**src/rtl/ow_pkg.sv**
```systemverilog
package ow_pkg;
  typedef enum logic [2:0] {
    OP_RESET = 3'd0,
    OP_WBIT  = 3'd1,
    OP_RBIT  = 3'd2,
    OP_WBYTE = 3'd3,
    OP_RBYTE = 3'd4,
    OP_SPEED = 3'd5
  } ow_op_e;

  localparam logic [7:0] PAT_RST_NORM = 8'hF0;
  localparam logic [7:0] PAT_RST_FAST = 8'hE0;
  localparam logic [7:0] PAT_ONES     = 8'hFF;
  localparam logic [7:0] PAT_ZEROS    = 8'h00;
  localparam int         RST_TMO_MULT = 12;
endpackage

```
**src/rtl/ow_frame_tx.sv**
```systemverilog
module ow_frame_tx #(
  parameter int CW = 16
) (
  input  logic          clk,
  input  logic          rst,
  input  logic          start,
  input  logic          abort,
  input  logic [7:0]    pattern,
  input  logic [CW-1:0] div,
  output logic          oe,
  output logic          busy
);
  logic [9:0]    sh;
  logic [3:0]    left;
  logic [CW-1:0] cnt;

  always_ff @(posedge clk) begin
    if (rst) begin
      sh   <= '1;
      left <= '0;
      cnt  <= '0;
      oe   <= 1'b0;
      busy <= 1'b0;
    end else if (abort) begin
      busy <= 1'b0;
      oe   <= 1'b0;
    end else if (start) begin
      sh   <= {1'b1, pattern, 1'b0};
      left <= 4'd9;
      cnt  <= div - 1'b1;
      busy <= 1'b1;
      oe   <= 1'b1;
    end else if (busy) begin
      if (cnt == '0) begin
        if (left == '0) begin
          busy <= 1'b0;
          oe   <= 1'b0;
        end else begin
          sh   <= {1'b1, sh[9:1]};
          oe   <= ~sh[1];
          left <= left - 1'b1;
          cnt  <= div - 1'b1;
        end
      end else begin
        cnt <= cnt - 1'b1;
      end
    end
  end
endmodule

```
**src/rtl/ow_echo_rx.sv**
```systemverilog
module ow_echo_rx #(
  parameter int CW = 16,
  parameter int TW = 16
) (
  input  logic          clk,
  input  logic          rst,
  input  logic          arm,
  input  logic          line_in,
  input  logic [CW-1:0] div,
  input  logic [TW-1:0] tmo,
  output logic          done,
  output logic          timeout,
  output logic [7:0]    data
);
  typedef enum logic [1:0] {RX_IDLE, RX_WAIT, RX_BITS} rx_st_e;
  rx_st_e      st;
  logic        s1, s2, s3;
  logic [CW:0] cnt;
  logic [TW-1:0] tcnt;
  logic [2:0]  nb;

  always_ff @(posedge clk) begin
    if (rst) begin
      st <= RX_IDLE;
      s1 <= 1'b1; s2 <= 1'b1; s3 <= 1'b1;
      cnt <= '0; tcnt <= '0; nb <= '0;
      done <= 1'b0; timeout <= 1'b0; data <= '0;
    end else begin
      s1 <= line_in;
      s2 <= s1;
      s3 <= s2;
      done    <= 1'b0;
      timeout <= 1'b0;
      if (arm) begin
        data <= '0;
        tcnt <= tmo;
        st   <= RX_WAIT;
      end else begin
        case (st)
          RX_WAIT: begin
            if (s3 && !s2) begin
              cnt <= {1'b0, div} + {2'b0, div[CW-1:1]} - 1'b1;
              nb  <= '0;
              st  <= RX_BITS;
            end else if (tcnt == '0) begin
              timeout <= 1'b1;
              st      <= RX_IDLE;
            end else begin
              tcnt <= tcnt - 1'b1;
            end
          end
          RX_BITS: begin
            if (cnt == '0) begin
              data <= {s2, data[7:1]};
              if (nb == 3'd7) begin
                done <= 1'b1;
                st   <= RX_IDLE;
              end else begin
                nb  <= nb + 1'b1;
                cnt <= {1'b0, div} - 1'b1;
              end
            end else begin
              cnt <= cnt - 1'b1;
            end
          end
          default: st <= RX_IDLE;
        endcase
      end
    end
  end
endmodule

```
**src/rtl/ow_uart_master.sv**
```systemverilog
module ow_uart_master
  import ow_pkg::*;
#(
  parameter int DIV_NORM_DATA = 2170,
  parameter int DIV_NORM_RST  = 26042,
  parameter int DIV_FAST_DATA = 250,
  parameter int DIV_FAST_RST  = 2170,
  parameter int TMO_BIT       = 4340
) (
  input  logic       clk,
  input  logic       rst,
  input  logic       cmd_valid,
  input  logic [2:0] cmd_op,
  input  logic [7:0] cmd_data,
  output logic       cmd_ready,
  output logic       done,
  output logic [7:0] rd_data,
  output logic       presence,
  output logic       bus_short,
  output logic       err,
  output logic       line_oe,
  input  logic       line_in
);
  localparam int MAX_D  = (DIV_NORM_DATA > DIV_NORM_RST) ? DIV_NORM_DATA : DIV_NORM_RST;
  localparam int MAX_F  = (DIV_FAST_DATA > DIV_FAST_RST) ? DIV_FAST_DATA : DIV_FAST_RST;
  localparam int MAXDIV = (MAX_D > MAX_F) ? MAX_D : MAX_F;
  localparam int CW     = $clog2(MAXDIV + 1);
  localparam int TW     = $clog2(TMO_BIT * RST_TMO_MULT + 1);
  localparam logic [CW-1:0] DV_ND = CW'(DIV_NORM_DATA);
  localparam logic [CW-1:0] DV_NR = CW'(DIV_NORM_RST);
  localparam logic [CW-1:0] DV_FD = CW'(DIV_FAST_DATA);
  localparam logic [CW-1:0] DV_FR = CW'(DIV_FAST_RST);
  localparam logic [TW-1:0] TM_D  = TW'(TMO_BIT);
  localparam logic [TW-1:0] TM_R  = TW'(TMO_BIT * RST_TMO_MULT);

  typedef enum logic {ST_IDLE, ST_RUN} st_e;
  st_e        state;
  ow_op_e     op_q;
  logic       od, launch, got;
  logic [7:0] shreg, acc, echo_q;
  logic [3:0] slots;

  logic          tx_busy, rx_done, rx_tmo;
  logic [7:0]    rx_data, frame_pat, acc_n;
  logic [CW-1:0] cur_div;
  logic [TW-1:0] cur_tmo;
  logic          is_rst, bitv, frame_end;

  always_comb begin
    is_rst    = (op_q == OP_RESET);
    frame_pat = is_rst ? (od ? PAT_RST_FAST : PAT_RST_NORM)
                       : (shreg[0] ? PAT_ONES : PAT_ZEROS);
    cur_div   = is_rst ? (od ? DV_FR : DV_NR) : (od ? DV_FD : DV_ND);
    cur_tmo   = is_rst ? TM_R : TM_D;
    bitv      = (echo_q == PAT_ONES);
    acc_n     = {bitv, acc[7:1]};
    frame_end = !launch && !tx_busy && got;
  end

  assign cmd_ready = (state == ST_IDLE);

  ow_frame_tx #(.CW(CW)) u_tx (
    .clk(clk), .rst(rst), .start(launch), .abort(rx_tmo),
    .pattern(frame_pat), .div(cur_div), .oe(line_oe), .busy(tx_busy)
  );

  ow_echo_rx #(.CW(CW), .TW(TW)) u_rx (
    .clk(clk), .rst(rst), .arm(launch), .line_in(line_in),
    .div(cur_div), .tmo(cur_tmo), .done(rx_done), .timeout(rx_tmo),
    .data(rx_data)
  );

  always_ff @(posedge clk) begin
    if (rst) begin
      state <= ST_IDLE; op_q <= OP_SPEED; od <= 1'b0;
      launch <= 1'b0; got <= 1'b0;
      shreg <= '0; acc <= '0; echo_q <= '0; slots <= '0;
      done <= 1'b0; rd_data <= '0; presence <= 1'b0;
      bus_short <= 1'b0; err <= 1'b0;
    end else begin
      done   <= 1'b0;
      launch <= 1'b0;
      if (rx_done) begin
        got    <= 1'b1;
        echo_q <= rx_data;
      end
      case (state)
        ST_IDLE: if (cmd_valid) begin
          op_q <= ow_op_e'(cmd_op);
          acc  <= '0;
          got  <= 1'b0;
          case (ow_op_e'(cmd_op))
            OP_RESET: begin shreg <= PAT_ONES; slots <= 4'd1; launch <= 1'b1; state <= ST_RUN; end
            OP_WBIT:  begin shreg <= {7'b0, cmd_data[0]}; slots <= 4'd1; launch <= 1'b1; state <= ST_RUN; end
            OP_RBIT:  begin shreg <= PAT_ONES; slots <= 4'd1; launch <= 1'b1; state <= ST_RUN; end
            OP_WBYTE: begin shreg <= cmd_data; slots <= 4'd8; launch <= 1'b1; state <= ST_RUN; end
            OP_RBYTE: begin shreg <= PAT_ONES; slots <= 4'd8; launch <= 1'b1; state <= ST_RUN; end
            default: begin
              if (ow_op_e'(cmd_op) == OP_SPEED) od <= cmd_data[0];
              done <= 1'b1; err <= 1'b0; presence <= 1'b0; bus_short <= 1'b0;
            end
          endcase
        end
        ST_RUN: begin
          if (rx_tmo) begin
            done <= 1'b1; err <= 1'b1; rd_data <= '0;
            presence <= 1'b0; bus_short <= 1'b0;
            state <= ST_IDLE;
          end else if (frame_end) begin
            got <= 1'b0;
            if (is_rst) begin
              presence  <= (echo_q != frame_pat) && (echo_q != PAT_ZEROS);
              bus_short <= (echo_q == PAT_ZEROS);
              rd_data   <= '0;
              err <= 1'b0; done <= 1'b1; state <= ST_IDLE;
            end else if (slots == 4'd1) begin
              rd_data   <= (op_q == OP_WBYTE || op_q == OP_RBYTE) ? acc_n : {7'b0, bitv};
              presence  <= 1'b0; bus_short <= 1'b0;
              err <= 1'b0; done <= 1'b1; state <= ST_IDLE;
            end else begin
              acc    <= acc_n;
              slots  <= slots - 1'b1;
              shreg  <= {1'b0, shreg[7:1]};
              launch <= 1'b1;
            end
          end
        end
        default: state <= ST_IDLE;
      endcase
    end
  end
endmodule

```
**config.mk**
```make
export PLATFORM = sky130hd
export DESIGN_NAME = ow_uart_master
export DESIGN_NICKNAME = d
export VERILOG_FILES = /design/src/rtl/ow_pkg.sv /design/src/rtl/ow_frame_tx.sv /design/src/rtl/ow_echo_rx.sv /design/src/rtl/ow_uart_master.sv
export SDC_FILE = /design/constraint.sdc
export NUM_CORES = 1
export LEC_CHECK = 0
export BUFFER_PORTS_ARGS = -buffer_cell sky130_fd_sc_hd__buf_4
export CAP_MARGIN = 20
export CORE_MARGIN = 4
export CORE_UTILIZATION = 36
export CTS_CLUSTER_DIAMETER = 120
export DETAILED_ROUTE_END_ITERATION = 10
export MAX_ROUTING_LAYER = met4
export SLEW_MARGIN = 20
export SYNTH_ARGS = -nofsm -noshare
export SYNTH_HDL_FRONTEND = slang
export SYNTH_SLANG_ARGS = --single-unit
```
**constraint.sdc**
```tcl
create_clock -name clk -period 5.1 [get_ports clk]
set_input_delay 0.51 -clock clk [delete_from_list [all_inputs] [get_ports clk]]
set_output_delay 0.51 -clock clk [all_outputs]
set_load 0.03 [all_outputs]
```
==> impl_metrics.py, run 1 <==
metrics = {
    "pwr": {
        "powerDensity_mw_per_mm2": 444.2,
        "total_leakage_power_nw": 2.612,
        "peakVddDrop_uv": 257.2,
    },
    "synth": {
        "synthesis.nets": 776,
        "ys_seq_area_share_pct": 40.23,
        "async_reset_ff_share_pct": 0,
        "netlist_instances": 747,
        "avgSynthCellArea_um2": 8.328,
        "ys_types": 78,
        "yosysWarnings": 0,
        "synthFlopType": "dfxtp_1",
        "synth_seq_cells": 125,
        "synth-edff-count": 0,
        "syn_area_mm2": 0.006221,
    },
    "clocking": {
        "clk_path_buf_depth": 2,
        "htreeDepth": 4,
        "cts_tree": "yes",
        "clockRootBuffer": "clkbuf_16",
        "clock_latency_ns": 0.43,
        "cts-resized-gates": 0,
        "holdBufCountCts": 0,
        "numCtsBuffers": 17,
        "cts_num_sinks": 125,
        "postCtsSetupBuffers": 0,
        "clkSlewWorstSetupHoldPaths_ns": 0.06,
    },
    "sta": {
        "max_freq_mhz": 368.2,
        "worst_pin_slew_ns": 0.9261,
        "slew_violations": 0,
        "max-slew-margin-rel_pct": 38.18,
        "hold_violations": 0,
        "fin_crit_ns": 2.716,
        "finalCritPeriodShare_pct": 53.25,
        "fin_tns_setup_ns": 0,
        "whs_ns": 0.2675,
        "final-setup-viol-count": 0,
        "clock_skew_ns": 0.01830,
        "rsz0062_at_grt": "no",
    },
    "placed_design": {
        "place_congestion": 0.8413,
        "io_buffers": 28,
        "dp_hpwl_um": 10240,
    },
    "run": {
        "cap_violations": 0,
    },
    "final_layout": {
        "nets": 784,
        "syn2layout_area_growth_pct": 15.25,
        "num-fill-cells": 1699,
        "layout-drive-gt1-share_pct": 11.59,
        "n_antenna_cell": 0,
    },
    "global_routing": {
        "grt-ovfl-total": 0,
        "grt_usage_pct": 16.34,
        "antenna_found_initial": 0,
        "grt_pass1_vias": 5190,
        "grt_start_max_net_pins": 64,
        "grt_first_pass_wirelength_um": 25710,
    },
    "worst_setup_path": {
        "criticalPathCategory": "reg -> reg",
        "cp.arrival_ns": 3.06,
        "crit_fanout": 26,
        "reg2reg_slack_ns": 2.38,
        "worstReg2RegEnd": "slots[0]$_SDFFE_PP0P_",
        "r2r_cells": 5,
        "end_kind": "register",
        "r2r-start": "launch$_SDFF_PP0_",
        "crit_start": "launch$_SDFF_PP0_",
        "required_ns": 5.44,
        "crit_path_end": "slots[0]$_SDFFE_PP0P_",
        "critPathLaunchType": "register",
    },
    "routing": {
        "firstDrtPassIters": 7,
        "num_vias": 5429,
        "totalWireLength_um": 15180,
        "drtIter0Drc": 335,
        "drc": 0,
        "wl_per_cell_um": 15.36,
        "ant_nets": 0,
        "vias_per_cell": 5.495,
    },
    "floorplanning": {
        "die_area_mm2": 0.01945,
        "fp.dieW_um": 139.5,
        "start_util_pct": 37.12,
        "fp.coreArea_mm2": 0.01676,
        "core.rowCount": 47,
        "boundaryPins": 29,
        "die_h_um": 139.5,
    },
    "worst_hold_path": {
        "hold_class": "in -> reg",
        "hold_depth": 2,
    },
    "run_status": {
        "status": "finished, final reports clean",
    },
}
[registers in the layout, indices dropped and copies added, names as in the netlist, 3 cells and up]
signal and flops:
acc 7, echo_q 8, op_q 3, rd_data 8
shreg 8, slots 4, u_rx.cnt 16, u_rx.data 8
u_rx.nb 3, u_rx.tcnt 16, u_tx.cnt 15, u_tx.left 4
u_tx.sh 8
[Yosys cell counts (all sizes together) (3+ instances only)]
cell type	instances	area share, %
clkbuf	32	1.9
nand4	6	0.60
xnor2	11	1.5
o21ai	19	1.5
nor4b	4	0.91
nor4	16	1.9
mux2i	20	3.2
a21o	3	0.36
and4b	3	0.48
or4	9	1.3
ha	14	2.8
and2	3	0.30
a211oi	16	1.9
xor2	9	1.3
o31ai	5	0.60
o41ai	4	0.56
dfxtp	125	40
nor2	74	4.5
a31oi	8	0.80
or2	5	0.50
a2111oi	5	0.70
a22oi	9	1.1
a21oi	79	6.4
o22ai	4	0.40
nand3	26	2.1
buf	9	0.74
nor3	33	2.7
a21boi	9	1.1
nor3b	6	0.72
nand2	75	4.5
or3b	5	0.70
nor2b	6	0.60
and3	8	0.80
nand4b	3	0.42
and4	3	0.42
inv	17	1.0
o211ai	15	1.9
a31o	3	0.42
or3	11	1.1
nand3b	3	0.36
[kinds of logic (layout without fill, tap and decap cells)]
logic type | count (synthesis) | count (layout) | share of synthesized area [%]
xor+xnor | 20 | 20 | 2.816
compound gates | 204 | 204 | 21.42
fa+ha+maj | 14 | 14 | 2.816
simple gates | 303 | 303 | 25.50
mux | 21 | 21 | 3.399
flops | 125 | 125 | 40.23
buf+inv | 60 | 81 | 3.821
[where the power goes]
part / leakage [nW] / internal, mW / switching, mW
clock network: 0.295 / 0.776 / 0.480
registers: 1.02 / 1.06 / 0.0967
logic: 1.30 / 0.284 / 0.489
total: 2.61 / 2.12 / 1.07
[routing by layer]
layer  vias to the layer above  routed length, um  GRT usage (%)  part of all wire [%]
met1                      2586               7624          21.86                    50
li1                       2771                  -              -                     -
met3                        12                482          3.362                   3.2
met5                         -                  0              -                     0
met2                        60               6901          24.63                    45
met4                         0                165          5.613                   1.1
[stage by stage]
stage	utilization, %	worst slack, ns	instance area (um2)	instances	power [mW]
after global placement	39.11	2.470	6555	956	1.941
after CTS	42.78	2.372	7169	988	3.197
after global routing	42.78	2.018	7169	988	3.359
final	42.78	2.384	7169	988	3.185
after detailed placement	39.11	2.422	6555	956	1.939
after floorplan	-	2.877	6221	747	1.762
[layout make-up]
cell class	count	area, um2	area share (%)
clock inverter	15	188.9	2.635
clock buffer	17	425.4	5.934
inverter	19	71.32	0.9948
timing repair buffer	30	225.2	3.141
sequential	125	2502	34.90
multi-input combinational	562	3481	48.55
tap	220	275.3	3.839
[how the worst min path moves through the flow]
stage	startpoint	end	slack [ns]
after CTS	line_in	u_rx.s1$_SDFF_PP1_	0.26
after global placement	u_rx.s1$_SDFF_PP1_	u_rx.s2$_SDFF_PP1_	0.41
after detailed placement	u_rx.s1$_SDFF_PP1_	u_rx.s2$_SDFF_PP1_	0.40
final	line_in	u_rx.s1$_SDFF_PP1_	0.27
after global routing	line_in	u_rx.s1$_SDFF_PP1_	0.27
after floorplan	u_rx.s1$_SDFF_PP1_	u_rx.s2$_SDFF_PP1_	0.39
[placed cells by master, fill, tap and decap left out, types with 5 or more instances in the layout]
cell / count
dfxtp_1: 125
a21oi_1: 78
nand2_1: 75
nor2_1: 74
nor3_1: 32
buf_4: 30
nand3_1: 26
mux2i_1: 20
inv_1: 17
o21ai_0: 17
clkbuf_16: 17
a211oi_1: 16
o211ai_1: 14
ha_1: 14
nor4_1: 13
xnor2_1: 11
or3_1: 10
xor2_1: 9
a22oi_1: 9
a21boi_0: 8
a31oi_1: 8
and3_1: 8
nor2b_1: 6
nor3b_1: 6
nand4_1: 6
or4_1: 5
or2_2: 5
a2111oi_0: 5
o31ai_1: 5
clkinv_4: 5
[critical path, cell delays in order, from the launching register on]
cell	delay, ns
dfxtp_1	0.60
nor3b_1	0.39
nand4_1	0.42
a21oi_1	0.86
nand3_1	0.17
a31oi_1	0.19
Note: power is estimated with default switching activity, not from simulation.
==> run 2, diff against run 1 <==
Clock period 5.1 ns to 2.3 ns, I/O delays scaled along.
==> run 2 against run 1 <==
- non-clock buffer count rose by 47
- critical path type unchanged
- sequential power increased by 120%
- clock power increased by 120%
- global-route usage rose by 0.64 points
- design area is 5.1% higher
- first-iteration DRC count rose by 8.7%
- combinational power grew to 2.7 times the previous value
==> impl_metrics.py, run 2 (synthesized netlist as in run 1, its figures left out) <==
metrics = {
    "run_status": {
        "status": "finished, final reports clean",
    },
    "global_routing": {
        "antenna_found_initial": 0,
        "grt-ovfl-total": 0,
        "grt_first_pass_wirelength_um": 26630,
        "grt_pass1_vias": 5313,
        "grt_start_max_net_pins": 55,
        "grt_usage_pct": 16.98,
    },
    "final_layout": {
        "layout-drive-gt1-share_pct": 17.30,
        "final_cell_mix": "dfxtp_1 (125), a21oi_1 (77), buf_4 (77), nand2_1 (75), nor2_1 (74)",
        "num-fill-cells": 1683,
        "n_antenna_cell": 0,
        "nets": 831,
        "syn2layout_area_growth_pct": 21.12,
        "fin_area_mm2": 0.007535,
        "final_common_cell": "dfxtp_1",
        "reg_top3": "u_rx.cnt (16), u_rx.tcnt (16), u_tx.cnt (15)",
    },
    "worst_hold_path": {
        "min_to": "u_rx.s1$_SDFF_PP1_",
        "hold_depth": 2,
        "hold_class": "in -> reg",
        "hp-start": "line_in",
    },
    "clocking": {
        "cts_tree": "yes",
        "clkSlewWorstSetupHoldPaths_ns": 0.06,
        "clock_latency_ns": 0.42,
        "clk_path_buf_depth": 2,
        "clockRootBuffer": "clkbuf_16",
        "numCtsBuffers": 17,
        "postCtsSetupBuffers": 0,
        "htreeDepth": 4,
        "cts_num_sinks": 125,
    },
    "floorplanning": {
        "die_h_um": 139.5,
        "core.rowCount": 47,
        "start_util_pct": 37.12,
        "fp.coreArea_mm2": 0.01676,
        "boundaryPins": 29,
        "fp.dieW_um": 139.5,
        "die_area_mm2": 0.01945,
    },
    "routing": {
        "drtIter0Drc": 364,
        "vias_per_cell": 5.390,
        "ant_nets": 0,
        "firstDrtPassIters": 5,
        "wl_per_cell_um": 15.22,
        "drc": 0,
        "totalWireLength_um": 15750,
        "num_vias": 5579,
    },
    "pwr": {
        "p_switching_mw": 2.374,
        "clockPowerShare_pct": 37.4,
        "internal_power_mw": 4.962,
        "p_comb_share_pct": 27.9,
        "seqPwrFrac_pct": 34.6,
        "switching_share_pct": 32.36,
        "peakVddDrop_uv": 531.7,
        "total_leakage_power_nw": 2.840,
        "power_mw": 7.335,
        "powerDensity_mw_per_mm2": 973.5,
    },
    "worst_setup_path": {
        "slowest_delay_ns": 0.56,
        "r2r_cells": 5,
        "required_ns": 2.58,
        "worstReg2RegEnd": "u_rx.cnt[11]$_SDFFE_PP0P_",
        "crit_fanout": 5,
        "end_kind": "register",
        "cp.arrival_ns": 2.47,
        "critPathLaunchType": "register",
        "reg2reg_slack_ns": 0.11,
        "worstPathCellList": "or4_4 > or3b_1 > o211ai_2 > a21oi_1 > a2111oi_0",
        "criticalPathCategory": "reg -> reg",
        "r2r-start": "u_rx.cnt[12]$_SDFFE_PP0P_",
        "cp_slowest_cell": "or4_4",
    },
    "placed_design": {
        "placed_area_mm2": 0.006908,
        "place_congestion": 0.8504,
        "io_buffers": 28,
        "dp_hpwl_um": 11140,
        "pre_cts_ws_ns": 0.09228,
    },
    "run": {
        "cap_violations": 0,
    },
    "sta": {
        "whs_ns": 0.01730,
        "fin_tns_setup_ns": 0,
        "max-slew-margin-rel_pct": 47.38,
        "fin_crit_ns": 2.190,
        "max_freq_mhz": 456.7,
        "slew_violations": 0,
        "fin_ws_ns": 0.1104,
        "finalCritPeriodShare_pct": 95.20,
        "worst_pin_slew_ns": 0.7893,
        "hold_violations": 0,
        "clock_skew_ns": 0.007435,
        "rsz0062_at_grt": "no",
        "final-setup-viol-count": 0,
    },
}
-- run 2: cell count changes in the layout (fill, tap and decap cells not counted), moves of 2 or more --
cell and delta:
inv_6 -3, clkinv_2 +3, buf_4 +47, clkinv_4 -2
-- run 2: critical path: cells and delay by family, from the launching register on --
kind             cells  cell delay [ns]
AND/OR/NAND/NOR      2             1.03
AO/OA/AOI/OAI        3             0.67
flip-flops           1             0.34
-- run 2: layout make-up --
type | instances | area (um2) | area share [%]
sequential | 125 | 2502 | 33.21
tap | 220 | 275.3 | 3.653
inverter | 19 | 71.32 | 0.9465
timing repair buffer | 77 | 578.1 | 7.672
clock buffer | 18 | 439.2 | 5.829
multi-input combinational | 562 | 3501 | 46.46
clock inverter | 14 | 167.7 | 2.225
-- run 2: timing repair --
| item | CTS | global route |
|---|---|---|
| resized for setup | 0 | 5 |
| hold buffers | 0 | 0 |
| setup endpoints to repair | 0 | 24 |
-- run 2: power by group through the flow --
stage | Combinational [mW] | Clock [mW] | Sequential [mW]
2_1_floorplan | 1.38 | 0 | 2.53
3_3_place_gp | 2.00 | 0 | 2.57
3_5_place_dp | 2.00 | 0 | 2.58
4_1_cts | 2.01 | 2.80 | 2.53
5_1_grt | 2.27 | 2.89 | 2.57
6_report | 2.05 | 2.74 | 2.54
-- run 2: layer usage --
metal / track usage (%) / vias up / part of all wire, %
li1: - / 2867 / -
met1: 22.78 / 2592 / 50
met2: 25.47 / 95 / 45
met3: 3.328 / 25 / 3.5
met4: 6.179 / 0 / 1.7
met5: - / - / 0
-- run 2: worst max-delay path by stage --
stage / to / cells after the start / slack, ns / start
after floorplan: u_tx.cnt[14]$_SDFFE_PP0P_ / 9 / 0.08 / op_q[2]$_SDFFE_PP1P_
after global placement: u_rx.tcnt[14]$_SDFFE_PP0P_ / 5 / 0.12 / u_rx.tcnt[4]$_SDFFE_PP0P_
after detailed placement: u_rx.tcnt[14]$_SDFFE_PP0P_ / 5 / 0.09 / u_rx.tcnt[4]$_SDFFE_PP0P_
after CTS: u_rx.nb[0]$_SDFFE_PP0P_ / 5 / 0.08 / u_rx.cnt[1]$_SDFFE_PP0P_
after global routing: u_tx.cnt[14]$_SDFFE_PP0P_ / 7 / 0.007 / op_q[1]$_SDFFE_PP0P_
final: u_rx.cnt[11]$_SDFFE_PP0P_ / 5 / 0.11 / u_rx.cnt[12]$_SDFFE_PP0P_
-- run 2: metrics by stage --
| stage | utilization [%] | instances |
|---|---|---|
| floorplan | - | 747 |
| finish | 44.96 | 1035 |
| global placement | 41.22 | 1003 |
| CTS | 44.84 | 1035 |
| global route | 44.96 | 1035 |
| detailed placement | 41.22 | 1003 |
==> run 3, diff against run 2 <==
Settings changed: HOLD_SLACK_MARGIN set to 0.03.
Clock period 2.3 ns to 2.18 ns, I/O delays scaled along.
==> run 3 against run 2 <==
- routed wire length up 1.3%
- core utilization up 1.5 points
- clock skew down 0.00058 ns
- register-to-register slack worse by 0.04 ns
- first-iteration DRC count up 22%
- combinational power up 8%
- total power up 8.2%
- global-route usage down 0.073 points
- final cell count up 1.7%
- critical path depth unchanged
- sequential power up 5%
==> impl_metrics.py, run 3 (synthesized netlist as in run 1, its figures left out) <==
metrics = {
    "run_status": {
        "status": "finished, final reports clean",
    },
    "worst_hold_path": {
        "hold_class": "in -> reg",
        "hold_depth": 3,
    },
    "worst_setup_path": {
        "cp.arrival_ns": 2.46,
        "criticalPathCategory": "reg -> reg",
        "crit_fanout": 4,
        "r2r_cells": 5,
        "critPathLaunchType": "register",
        "end_kind": "register",
        "required_ns": 2.53,
    },
    "floorplanning": {
        "die_area_mm2": 0.01945,
        "boundaryPins": 29,
        "start_util_pct": 37.12,
        "core.rowCount": 47,
        "fp.dieW_um": 139.5,
        "fp.coreArea_mm2": 0.01676,
        "die_h_um": 139.5,
    },
    "routing": {
        "vias_per_cell": 5.432,
        "drtIter0Drc": 443,
        "num_vias": 5720,
        "ant_nets": 0,
        "totalWireLength_um": 15960,
        "drc": 0,
        "wl_per_cell_um": 15.15,
        "firstDrtPassIters": 9,
    },
    "global_routing": {
        "grt_start_max_net_pins": 61,
        "grt_usage_pct": 16.90,
        "grt_pass1_vias": 5409,
        "antenna_found_initial": 0,
        "grt-ovfl-total": 0,
        "grt_first_pass_wirelength_um": 26830,
    },
    "sta": {
        "clock_skew_ns": 0.006856,
        "whs_ns": 0.06842,
        "final-setup-viol-count": 0,
        "max_freq_mhz": 473.5,
        "finalCritPeriodShare_pct": 96.87,
        "fin_crit_ns": 2.112,
        "slew_violations": 0,
        "worst_pin_slew_ns": 0.5825,
        "hold_violations": 0,
        "fin_tns_setup_ns": 0,
        "rsz0062_at_grt": "yes",
        "max-slew-margin-rel_pct": 61.02,
    },
    "placed_design": {
        "placed_area_mm2": 0.007069,
        "io_buffers": 28,
        "dp_hpwl_um": 11150,
        "place_congestion": 0.8706,
    },
    "pwr": {
        "total_leakage_power_nw": 2.978,
        "switching_share_pct": 31.06,
        "peakVddDrop_uv": 452.0,
        "seqPwrFrac_pct": 33.6,
        "clockPowerShare_pct": 38.4,
        "powerDensity_mw_per_mm2": 1018,
        "p_switching_mw": 2.464,
        "internal_power_mw": 5.470,
        "p_comb_share_pct": 28.0,
        "power_mw": 7.934,
    },
    "final_layout": {
        "layout-drive-gt1-share_pct": 19.69,
        "syn2layout_area_growth_pct": 25.22,
        "n_antenna_cell": 0,
        "reg_top3": "u_rx.cnt (16), u_rx.tcnt (16), u_tx.cnt (15)",
        "final_common_cell": "dfxtp_1",
        "final_cell_mix": "dfxtp_1 (125), buf_4 (93), a21oi_1 (77), nand2_1 (75), nor2_1 (74)",
        "fin_area_mm2": 0.007790,
        "nets": 850,
    },
    "run": {
        "cap_violations": 0,
    },
    "clocking": {
        "htreeDepth": 4,
        "clkSlewWorstSetupHoldPaths_ns": 0.05,
        "cts_num_sinks": 125,
        "numCtsBuffers": 17,
        "clock_latency_ns": 0.41,
        "cts_tree": "yes",
        "clk_path_buf_depth": 2,
        "clockRootBuffer": "clkbuf_16",
        "postCtsSetupBuffers": 0,
    },
}
==> run 3: final timing paths <==
| check | slack (ns) | start | end |
|---|---|---|---|
| worst min register to register | 0.41 | u_rx.s1$_SDFF_PP1_ | u_rx.s2$_SDFF_PP1_ |
| worst max-delay path | 0.07 | u_rx.cnt[1]$_SDFFE_PP0P_ | u_rx.cnt[7]$_SDFFE_PP0P_ |
| worst min-delay path | 0.07 | cmd_data[0] | od$_SDFFE_PP0P_ |
| worst max register to register | 0.07 | u_rx.cnt[1]$_SDFFE_PP0P_ | u_rx.cnt[7]$_SDFFE_PP0P_ |
==> run 3: critical path: stages, from the launching register on <==
cell and delay, ns:
dfxtp_1 0.31, or4_4 0.58, or4_4 0.46, a311o_1 0.33, a211o_1 0.27, a21oi_2 0.10
==> run 3: per-stage QoR <==
step	worst slack (ns)	util, %	cells
final	0.06822	46.48	1053
after global placement	-0.05690	42.18	1021
after detailed placement	-0.02431	42.18	1021
after global routing	-0.01307	46.48	1053
after floorplan	0.03457	-	747
after CTS	0.05094	46.13	1053
==> run 3: area by class of cell <==
type / instances / area (um2)
Clock buffer: 22 / 484.2
Clock inverter: 9 / 158.9
Fill cell: 1633 / 8970
Inverter: 19 / 72.57
Multi-Input combinational cell: 562 / 3548
Sequential cell: 125 / 2502
Tap cell: 220 / 275.3
Timing Repair Buffer: 96 / 748.2
==> run 3: routing by layer <==
layer / global-route usage (%) / vias up / wire length, um
met1: 22.88 / 2693 / 8035
met5: - / - / 0
met4: 5.252 / 0 / 160
met2: 25.45 / 107 / 7264
li1: - / 2905 / -
met3: 3.465 / 15 / 495
==> run 3: power by group through the flow <==
stage | Sequential [mW] | Combinational [mW] | Clock, mW
after floorplan | 2.67 | 1.45 | 0
after global placement | 2.70 | 2.15 | 0
after detailed placement | 2.70 | 2.15 | 0
after CTS | 2.66 | 2.18 | 3.11
after global routing | 2.69 | 2.45 | 3.22
final | 2.67 | 2.22 | 3.04
==> run 3: repair_timing <==
action,in CTS,in global routing
hold endpoints to repair,1,0
endpoints found under the setup margin,3,25
pin swaps,0,1
resized for setup,2,15
hold buffers,1,0
